===== src/rtl/own_coh_ctrl.sv =====
module own_coh_ctrl #(
  parameter int LINES = 4,
  parameter int AW = 6,
  parameter int DW = 8
) (
  input  logic          clk,
  input  logic          rst_n,
  input  logic [1:0]    cpu_op,
  input  logic [AW-1:0] cpu_addr,
  input  logic [DW-1:0] cpu_wdata,
  output logic          cpu_ready,
  output logic          cpu_done,
  output logic [DW-1:0] cpu_rdata,
  output logic [1:0]    cpu_state,
  input  logic [1:0]    snp_op,
  input  logic [AW-1:0] snp_addr,
  output logic          bus_inv,
  output logic          bus_wb,
  output logic          bus_supply,
  output logic [AW-1:0] bus_addr,
  output logic [DW-1:0] bus_data
);
  localparam int IW = $clog2(LINES);
  localparam int TW = AW - IW;
  localparam int WORDS = 1 << AW;
  localparam logic [1:0] OP_NONE = 2'd0, OP_RD = 2'd1, OP_WR = 2'd2, OP_ZR = 2'd3;
  localparam logic [1:0] S_INV = 2'd0, S_RO = 2'd1, S_RW = 2'd2;

  logic [1:0]    st  [LINES];
  logic [TW-1:0] tg  [LINES];
  logic [DW-1:0] dat [LINES];
  logic [DW-1:0] mem [WORDS];

  logic          pend;
  logic [1:0]    p_op;
  logic [AW-1:0] p_addr;
  logic [DW-1:0] p_wdata;

  logic [IW-1:0] s_idx, p_idx, c_idx;
  logic [TW-1:0] s_tag, p_tag, c_tag;
  logic s_hit, s_sup, snoop_busy, p_hit, p_vict_rw, step, l_wb, l_inv;

  assign s_idx = snp_addr[IW-1:0];
  assign s_tag = snp_addr[AW-1:IW];
  assign p_idx = p_addr[IW-1:0];
  assign p_tag = p_addr[AW-1:IW];
  assign c_idx = cpu_addr[IW-1:0];
  assign c_tag = cpu_addr[AW-1:IW];

  assign snoop_busy = snp_op != OP_NONE;
  assign s_hit = st[s_idx] != S_INV && tg[s_idx] == s_tag;
  assign s_sup = snp_op == OP_RD && s_hit && st[s_idx] == S_RW;

  assign p_hit = st[p_idx] != S_INV && tg[p_idx] == p_tag;
  assign p_vict_rw = st[p_idx] == S_RW && !p_hit;
  assign step = pend && !snoop_busy;

  assign l_wb = step && (((p_op == OP_RD || p_op == OP_WR) && p_vict_rw) ||
                         (p_op == OP_ZR && p_hit && st[p_idx] == S_RW));
  assign l_inv = step && p_op == OP_WR && !(p_hit && st[p_idx] == S_RW) && !p_vict_rw;

  assign cpu_done  = step && !(p_op != OP_ZR && p_vict_rw);
  assign cpu_ready = !pend;
  assign cpu_rdata = p_hit ? dat[p_idx] : mem[p_addr];
  assign cpu_state = (st[c_idx] != S_INV && tg[c_idx] == c_tag) ? st[c_idx] : S_INV;

  assign bus_supply = s_sup;
  assign bus_wb     = s_sup || l_wb;
  assign bus_inv    = l_inv;
  assign bus_addr   = s_sup ? snp_addr : (l_wb ? {tg[p_idx], p_idx} : p_addr);
  assign bus_data   = s_sup ? dat[s_idx] : (l_inv ? p_wdata : dat[p_idx]);

  always_ff @(posedge clk) begin
    if (!rst_n) begin
      pend <= 1'b0;
      p_op <= OP_NONE;
      p_addr <= '0;
      p_wdata <= '0;
      for (int i = 0; i < LINES; i++) begin
        st[i] <= S_INV;
        tg[i] <= '0;
        dat[i] <= '0;
      end
      for (int i = 0; i < WORDS; i++) mem[i] <= DW'(i * 37 + 5);
    end else begin
      if (!pend && cpu_op != OP_NONE) begin
        pend <= 1'b1;
        p_op <= cpu_op;
        p_addr <= cpu_addr;
        p_wdata <= cpu_wdata;
      end
      if (cpu_done) pend <= 1'b0;

      if (s_hit) begin
        if (s_sup) begin
          mem[snp_addr] <= dat[s_idx];
          st[s_idx] <= S_RO;
        end else if (snp_op == OP_WR) begin
          st[s_idx] <= S_INV;
        end
      end

      if (step) begin
        if (l_wb) begin
          mem[{tg[p_idx], p_idx}] <= dat[p_idx];
          st[p_idx] <= S_INV;
        end
        if (cpu_done) begin
          case (p_op)
            OP_RD: if (!p_hit) begin
              st[p_idx] <= S_RO;
              tg[p_idx] <= p_tag;
              dat[p_idx] <= mem[p_addr];
            end
            OP_WR: begin
              st[p_idx] <= S_RW;
              tg[p_idx] <= p_tag;
              dat[p_idx] <= p_wdata;
            end
            OP_ZR: if (p_hit) st[p_idx] <= S_INV;
            default: ;
          endcase
        end
      end
    end
  end

  p_bus_excl_r5: assert property (@(posedge clk) disable iff (!rst_n)
    $onehot0({bus_inv, bus_wb}));
  p_supply_wb_r5: assert property (@(posedge clk) disable iff (!rst_n)
    bus_supply |-> bus_wb && bus_addr == snp_addr);
  p_snp_rd_ro_r5: assert property (@(posedge clk) disable iff (!rst_n)
    s_sup |=> st[$past(s_idx)] == S_RO);
  p_snp_wr_inv_r6: assert property (@(posedge clk) disable iff (!rst_n)
    (snp_op == OP_WR && s_hit) |=> st[$past(s_idx)] == S_INV);
  p_snp_z_keep_r7: assert property (@(posedge clk) disable iff (!rst_n)
    (snp_op == OP_ZR) |=> st[$past(s_idx)] == $past(st[s_idx]));
  p_inv_to_rw_r3: assert property (@(posedge clk) disable iff (!rst_n)
    bus_inv |=> st[$past(p_idx)] == S_RW);
  p_accept_r10: assert property (@(posedge clk) disable iff (!rst_n)
    (cpu_ready && cpu_op != OP_NONE) |=> !cpu_ready);
  p_snoop_first_r11: assert property (@(posedge clk) disable iff (!rst_n)
    snoop_busy |-> !bus_inv && !cpu_done);
endmodule


===== config.mk =====
export PLATFORM = sky130hd
export DESIGN_NAME = own_coh_ctrl
export DESIGN_NICKNAME = d
export VERILOG_FILES = /design/src/rtl/own_coh_ctrl.sv
export SDC_FILE = /design/constraint.sdc
export NUM_CORES = 1
export LEC_CHECK = 0
export ABC_CLOCK_PERIOD_IN_PS = 10810
export BUFFER_PORTS_ARGS = -buffer_cell sky130_fd_sc_hd__buf_4
export CORE_UTILIZATION = 44
export CTS_BUF_LIST = sky130_fd_sc_hd__clkbuf_4 sky130_fd_sc_hd__clkbuf_8 sky130_fd_sc_hd__clkbuf_16
export CTS_CLUSTER_SIZE = 40
export DETAILED_ROUTE_END_ITERATION = 10
export GPL_TIMING_DRIVEN = 0
export HOLD_SLACK_MARGIN = 0.15
export PLACE_DENSITY = 0.66
export SLEW_MARGIN = 10
export SYNTH_ARGS = -nofsm -noshare
export SYNTH_HDL_FRONTEND = slang
export SYNTH_SLANG_ARGS = --single-unit

===== constraint.sdc =====
create_clock -name clk -period 10.81 [get_ports clk]
set_clock_uncertainty 0.2 [all_clocks]
set_input_delay 1.6215 -clock clk [delete_from_list [all_inputs] [get_ports clk]]
set_output_delay 1.6215 -clock clk [all_outputs]
set_load 0.05 [all_outputs]

==> results of run 1 <==
registers in the layout, summed over array words and instances, names as in the netlist, named ones only:
name / count
st: 8
tg: 16
pend: 1
p_addr: 6
p_wdata: 8
p_op: 2
mem: 512
dat: 32
per-layer routing:
metal  share of wire  up-vias
met1            0.34    11240
met5         0.00011        -
met3            0.15      438
li1                -     8857
met2            0.43     2099
met4           0.077        2
per-stage QoR:
step | hold WS [ps] | power (mW) | worst slack, ps | util | cell area, um^2
floorplan | 247.0 | 3.008 | 4286 | - | 29300
global placement | 265.0 | 3.297 | 3946 | 0.4668 | 30740
detailed placement | 270.8 | 3.310 | 3934 | 0.4683 | 30840
CTS | 279.5 | 5.565 | 3227 | 0.5015 | 33030
global route | 305.0 | 5.686 | 3251 | 0.5024 | 33090
finish | 276.9 | 5.615 | 3186 | 0.5024 | 33090
where the power goes:
group	internal (mW)	switching [mW]	leakage, nW	total (mW)
sequential	2.55	0.0241	5.15	2.57
clock	1.37	0.951	1.08	2.32
combinational	0.191	0.536	3.09	0.727
placed cells by master, fill, tap and decap left out, drive strengths merged, types with 5 or more instances in the layout:
cell type,count
mux2,57
a21oi,31
and2,11
dfxtp,23
nor4,79
o22ai,65
o31ai,9
nor2b,5
xnor2,9
nor3,215
nand2b,5
a2bb2oi,10
inv,27
clkinv,21
nor2,85
edfxtp,568
xor2,5
buf,145
a22oi,14
bufinv,10
mux2i,59
clkbuf,221
nand3,217
nand4,58
mux4,160
o21ai,68
o211ai,6
nand2,73
worst max path at each step:
stage	from	endpoint	slack [ps]	depth (start not counted)
finish	flop	cpu_rdata[2]	3190	10
global placement	flop	cpu_rdata[4]	3950	10
global route	flop	cpu_rdata[1]	3250	10
detailed placement	flop	cpu_rdata[4]	3930	10
floorplan	snp_addr[0]	bus_addr[1]	4290	9
CTS	flop	cpu_rdata[4]	3230	10
logic make-up (layout without fill, tap and decap cells):
group                      after synthesis  in the layout
buffers and inverters                  258            427
and+or+nand+nor                        774            774
AOI/OAI and AO/OA                      234            234
xor gates and xnor gates                14             14
DFF                                    591            591
muxes                                  276            276
adders and majority gates                3              3
area by class of cell:
cell class,count,area (um^2),share of cell area
inverter,27,101.3,0.003063
clock inverter,34,456.7,0.01380
multi-input combinational,1301,10750,0.3248
timing repair buffer,55,427.9,0.01293
clock buffer,80,1732,0.05233
buffer,231,1027,0.03104
sequential,591,17520,0.5293
tap,864,1081,0.03267
tightest hold or removal path, delay by kind of cell, from the launching register on:
kind	cells	cell delay (ps)
compound gates	1	50
simple gates	1	60
flops	1	320
==> impl_metrics.env, run 1 <==
export IMPL_ant_nets=0
export IMPL_yosysSeqAreaShare=0.5978
export IMPL_core_area_mm2=0.06586
export IMPL_routed_wl_um=118600
export IMPL_post_synth_top_count_cell="edfxtp_1"
export IMPL_clk_pin_slew_ps=60
export IMPL_cts_resized=0
export IMPL_yosysTopAreaCellShare=0.5821
export IMPL_drtPass1Iterations=6
export IMPL_synthTopCellsByCount="568 x edfxtp_1, 217 x nand3_1, 215 x nor3_1"
export IMPL_cp_start_kind="flop"
export IMPL_synth_adder_area_share=0.001281
export IMPL_start_util=0.4449
export IMPL_min_path_cells=2
export IMPL_power_per_cell_area_mw_per_mm2=169.7
export IMPL_cts_inserted_buffers=60
export IMPL_grt_ovfl_total=0
export IMPL_whs_endpoint="p_wdata[1]$_SDFFE_PN0P_"
export IMPL_async_flop_share=0
export IMPL_ys_warn_count=0
export IMPL_synth_edf_count=568
export IMPL_rsz0062_at_grt="false"
export IMPL_fmax_mhz=131.2
export IMPL_fp_dieW_um=260.1
export IMPL_layout_drive_gt1_share=0.2225
export IMPL_r2r_end="mem[47][2]$_SDFFCE_PN0P_"
export IMPL_track_usage=0.3510
export IMPL_hold_start="p_wdata[1]$_SDFFE_PN0P_"
export IMPL_critical_path_top_delay_family="buffers and inverters"
export IMPL_max_slew_worst_pin_slew_ps=1442
export IMPL_viasPerCell=7.112
export IMPL_vias=22636
export IMPL_critical_path_buf_inv_count=5
export IMPL_setup_tns_ps=0
export IMPL_synth_compound_area_frac=0.05282
export IMPL_outcome="finished clean"
export IMPL_die_y_um=260.1
export IMPL_port_buffers=48
export IMPL_worstPathMaxFanout=10
export IMPL_dieArea_mm2=0.06763
export IMPL_endpoint_kind="output port"
export IMPL_gp_congestion=1.022
export IMPL_hpwl_um=86110
export IMPL_grt_busiest_layer="met2"
export IMPL_grt_pass1_vias=22031
export IMPL_period_share=0.7052
export IMPL_final_nets=2296
export IMPL_synth_nets=2179
export IMPL_max_clock_path_buffers=3
export IMPL_use_met2=0.5193
export IMPL_crit_type="flop to output port"
export IMPL_grt_max_degree=17
export IMPL_antenna_found_initial=1
export IMPL_ir_worst_vdd_uv=136.7
export IMPL_htree_levels=2
export IMPL_clk_insertion_delay_late_ps=670
export IMPL_boundaryPins=55
export IMPL_diodes=0
export IMPL_synth_area_leaders="edfxtp_1 58%, mux4_2 12%, nand3_1 3.7%"
export IMPL_synth_xor_area_share=0.004184
export IMPL_hold_violations=0
export IMPL_root_buffer="clkbuf_16"
export IMPL_grt_use_met3=0.1177
export IMPL_slew_violations=0
export IMPL_cts_setup_buffers=0
export IMPL_r2r_cells=8
export IMPL_worst_path_max_delay_cell="clkbuf_1"
export IMPL_path_cells="clkbuf_1 -> clkbuf_1 -> clkbuf_1 -> clkbuf_1 -> mux4_2 -> o22ai_1 -> nor4_1 -> mux2i_1 -> a21oi_1 -> buf_4"
export IMPL_slew_headroom=0.03421
export IMPL_synth_cells=2150
export IMPL_ys_types=75
export IMPL_ys_seq_elements=591
export IMPL_min_path_type="flop to flop"
export IMPL_stdcell_count=3183
export IMPL_area_growth_pct=12.93
export IMPL_avgSynthCellArea_um2=13.63
export IMPL_drc_errors=0
export IMPL_wire_per_inst_um=37.27
export IMPL_slowest_delay_ps=850
export IMPL_ctsHoldBuffers=0
export IMPL_synth_top_family_by_area="multiplexers"
export IMPL_leakagePower_nw=9.321
export IMPL_max_cap_viol_count=0
export IMPL_synth_flop_cell="edfxtp_1"
export IMPL_grt_pass1_wl_um=164600
export IMPL_use_met1=0.4447
export IMPL_syn_cell_area_mm2=0.02930
export IMPL_filler_cell_count=5666
export IMPL_setup_viol=0
export IMPL_cts_sink_count=591
export IMPL_arrival_ps=5800
export IMPL_num_rows=94
export IMPL_reg2reg_slack_ps=4550
export IMPL_placed_cells=3068
export IMPL_cp_common_cell="clkbuf_1"
export IMPL_yosys_area_top_type="edfxtp_1"
export IMPL_min_period_ps=7624
export IMPL_synth_mux_area_frac=0.1678
export IMPL_first_iter_violations=3907
export IMPL_synth_simple_gate_area_frac=0.1377
export IMPL_worstPathRequired_ps=8990
export IMPL_cts_tree="done"
Note: power is estimated with default switching activity, not from simulation.
==> run 2: changes to the inputs <==
Settings changed: ABC_CLOCK_PERIOD_IN_PS 10810 to 6250, PLACE_DENSITY 0.66 to 0.69.
Clock period 10.81 ns to 6.25 ns, I/O delays scaled along.
==> impl_metrics.env, run 2 (synthesis results as in run 1) <==
export IMPL_slew_headroom=0.04173
export IMPL_fp_dieW_um=260.1
export IMPL_mostFrequentLayoutCells="568 x edfxtp_1, 217 x nand3_1, 215 x nor3_1, 160 x mux4_2, 132 x clkbuf_1"
export IMPL_min_period_ps=6249
export IMPL_crit_type="flop to output port"
export IMPL_clkPwrFrac=0.385
export IMPL_ir_worst_vdd_uv=244.9
export IMPL_track_usage=0.3417
export IMPL_cp_common_cell="clkbuf_1"
export IMPL_dp_slack_ps=227.1
export IMPL_cts_sink_count=591
export IMPL_clk_insertion_delay_late_ps=670
export IMPL_sequentialPowerShare=0.480
export IMPL_worst_slack_ps=1.171
export IMPL_max_clock_path_buffers=3
export IMPL_cell_internal_pwr_mw=6.662
export IMPL_worstPathMaxFanout=10
export IMPL_worst_path_max_delay_cell="clkbuf_1"
export IMPL_p_switching_mw=2.601
export IMPL_boundaryPins=55
export IMPL_setup_tns_ps=0
export IMPL_min_path_cells=2
export IMPL_hpwl_um=84290
export IMPL_root_buffer="clkbuf_16"
export IMPL_grt_ovfl_total=0
export IMPL_first_iter_violations=4282
export IMPL_antenna_found_initial=3
export IMPL_viasPerCell=7.224
export IMPL_max_slew_worst_pin_slew_ps=1437
export IMPL_arrival_ps=5110
export IMPL_grt_max_degree=17
export IMPL_core_area_mm2=0.06586
export IMPL_period_share=0.9998
export IMPL_final_area_mm2=0.03276
export IMPL_post_route_util=0.4975
export IMPL_setup_viol=0
export IMPL_dieArea_mm2=0.06763
export IMPL_largest_register_ffs=512
export IMPL_layout_commonest_cell="edfxtp_1"
export IMPL_max_cap_viol_count=0
export IMPL_gp_congestion=1.114
export IMPL_area_growth_pct=11.81
export IMPL_leakagePower_nw=9.174
export IMPL_drc_errors=0
export IMPL_wire_per_inst_um=36.64
export IMPL_fmax_mhz=160.0
export IMPL_outcome="finished clean"
export IMPL_r2r_cells=8
export IMPL_worstPathRequired_ps=5110
export IMPL_vias=22964
export IMPL_cts_tree="done"
export IMPL_placed_area_mm2=0.03083
export IMPL_cts_inserted_buffers=59
export IMPL_cp_start_kind="flop"
export IMPL_swShare=0.2808
export IMPL_start_util=0.4449
export IMPL_slowest_delay_ps=1000
export IMPL_grt_pass1_wl_um=161200
export IMPL_port_buffers=48
export IMPL_ctsHoldBuffers=0
export IMPL_drtPass1Iterations=6
export IMPL_reg2reg_slack_ps=690
export IMPL_power_per_cell_area_mw_per_mm2=282.7
export IMPL_path_cells="clkbuf_1 -> clkbuf_1 -> clkbuf_1 -> mux4_2 -> o22ai_1 -> nor4_1 -> mux2i_1 -> a21oi_1 -> buf_4"
export IMPL_slew_violations=0
export IMPL_htree_levels=2
export IMPL_layout_drive_gt1_share=0.2191
export IMPL_grt_pass1_vias=21739
export IMPL_clk_pin_slew_ps=60
export IMPL_top_regs="mem: 512 flops, dat: 32 flops, tg: 16 flops"
export IMPL_hold_violations=0
export IMPL_power_total_mw=9.263
export IMPL_final_nets=2295
export IMPL_power_frac_comb=0.134
export IMPL_endpoint_kind="output port"
export IMPL_regMostFlops="mem"
export IMPL_rsz0062_at_grt="false"
export IMPL_routed_wl_um=116500
export IMPL_hold_start="p_wdata[7]$_SDFFE_PN0P_"
export IMPL_min_path_type="flop to flop"
export IMPL_whs_endpoint="p_wdata[7]$_SDFFE_PN0P_"
export IMPL_r2r_end="mem[52][2]$_SDFFCE_PN0P_"
export IMPL_num_rows=94
export IMPL_die_y_um=260.1
export IMPL_ant_nets=0
[run 2: cell count changes in the layout (fill, tap and decap cells not counted), moves of 4 or more]
cell       previous run  this run
clkbuf_8             10         0
clkinv_1              7        15
bufinv_16            10         3
clkbuf_1            136       132
clkbuf_2              5         9
mux2i_2              10        14
o21ai_0              17        21
o21ai_1              50        46
[run 2: timing repair]
| item | 4_1_cts | 5_1_grt |
|---|---|---|
| cloned | 0 | 0 |
| resized for setup | 4 | 10 |
| setup endpoints to repair | 8 | 8 |
| buffers inserted | 0 | 0 |
[run 2: worst max-delay path, delay by kind of cell (launching register included)]
kind                   cells  cell delay, ps
buffers and inverters      4            2190
AO/OA/AOI/OAI              2             400
flip-flops                 1             310
multiplexers               2             850
AND/OR/NAND/NOR            1             700
[run 2: power groups by stage]
stage          Combinational (mW)  Clock [mW]  Sequential (mW)
6_report                     1.24        3.57             4.45
5_1_grt                      1.24        3.65             4.45
4_1_cts                      1.18        3.51             4.45
3_5_place_dp                 1.18           0             4.53
3_3_place_gp                 1.16           0             4.53
2_1_floorplan               0.693           0             4.51
[run 2: cell type report]
type                            instances  area (um^2)
Buffer                                231         1033
Antenna cell                            1        2.502
Tap cell                              864         1081
Inverter                               27        101.3
Multi-Input combinational cell       1301        10720
Sequential cell                       591        17520
Clock inverter                         39        307.8
Timing Repair Buffer                   55        420.4
Clock buffer                           70         1577
Fill cell                            5707        33100
[run 2: per-stage QoR]
| step | cells | hold WS [ps] |
|---|---|---|
| after floorplan | 2150 | 247.0 |
| after global placement | 3062 | 264.9 |
| after detailed placement | 3066 | 271.0 |
| after CTS | 3175 | 281.5 |
| after global routing | 3178 | 297.1 |
| final | 3179 | 279.6 |
[run 2: worst max-delay path by stage]
stage | cells past startpoint | end | slack [ps] | start
3_3_place_gp | 10 | cpu_rdata[4] | 350 | flop
6_report | 9 | cpu_rdata[7] | 1 | flop
2_1_floorplan | 9 | bus_addr[1] | 1090 | snp_addr[0]
3_5_place_dp | 10 | cpu_rdata[4] | 230 | flop
4_1_cts | 10 | cpu_rdata[3] | 20 | flop
5_1_grt | 10 | cpu_rdata[3] | 140 | flop
[run 2: metal layers]
layer  track usage  routed length [um]  share of wire
met4        0.2044                8473          0.073
met5      0.006410                  69        0.00059
met1        0.4429               39280           0.34
met2        0.4971               49350           0.42
met3        0.1146               19300           0.17
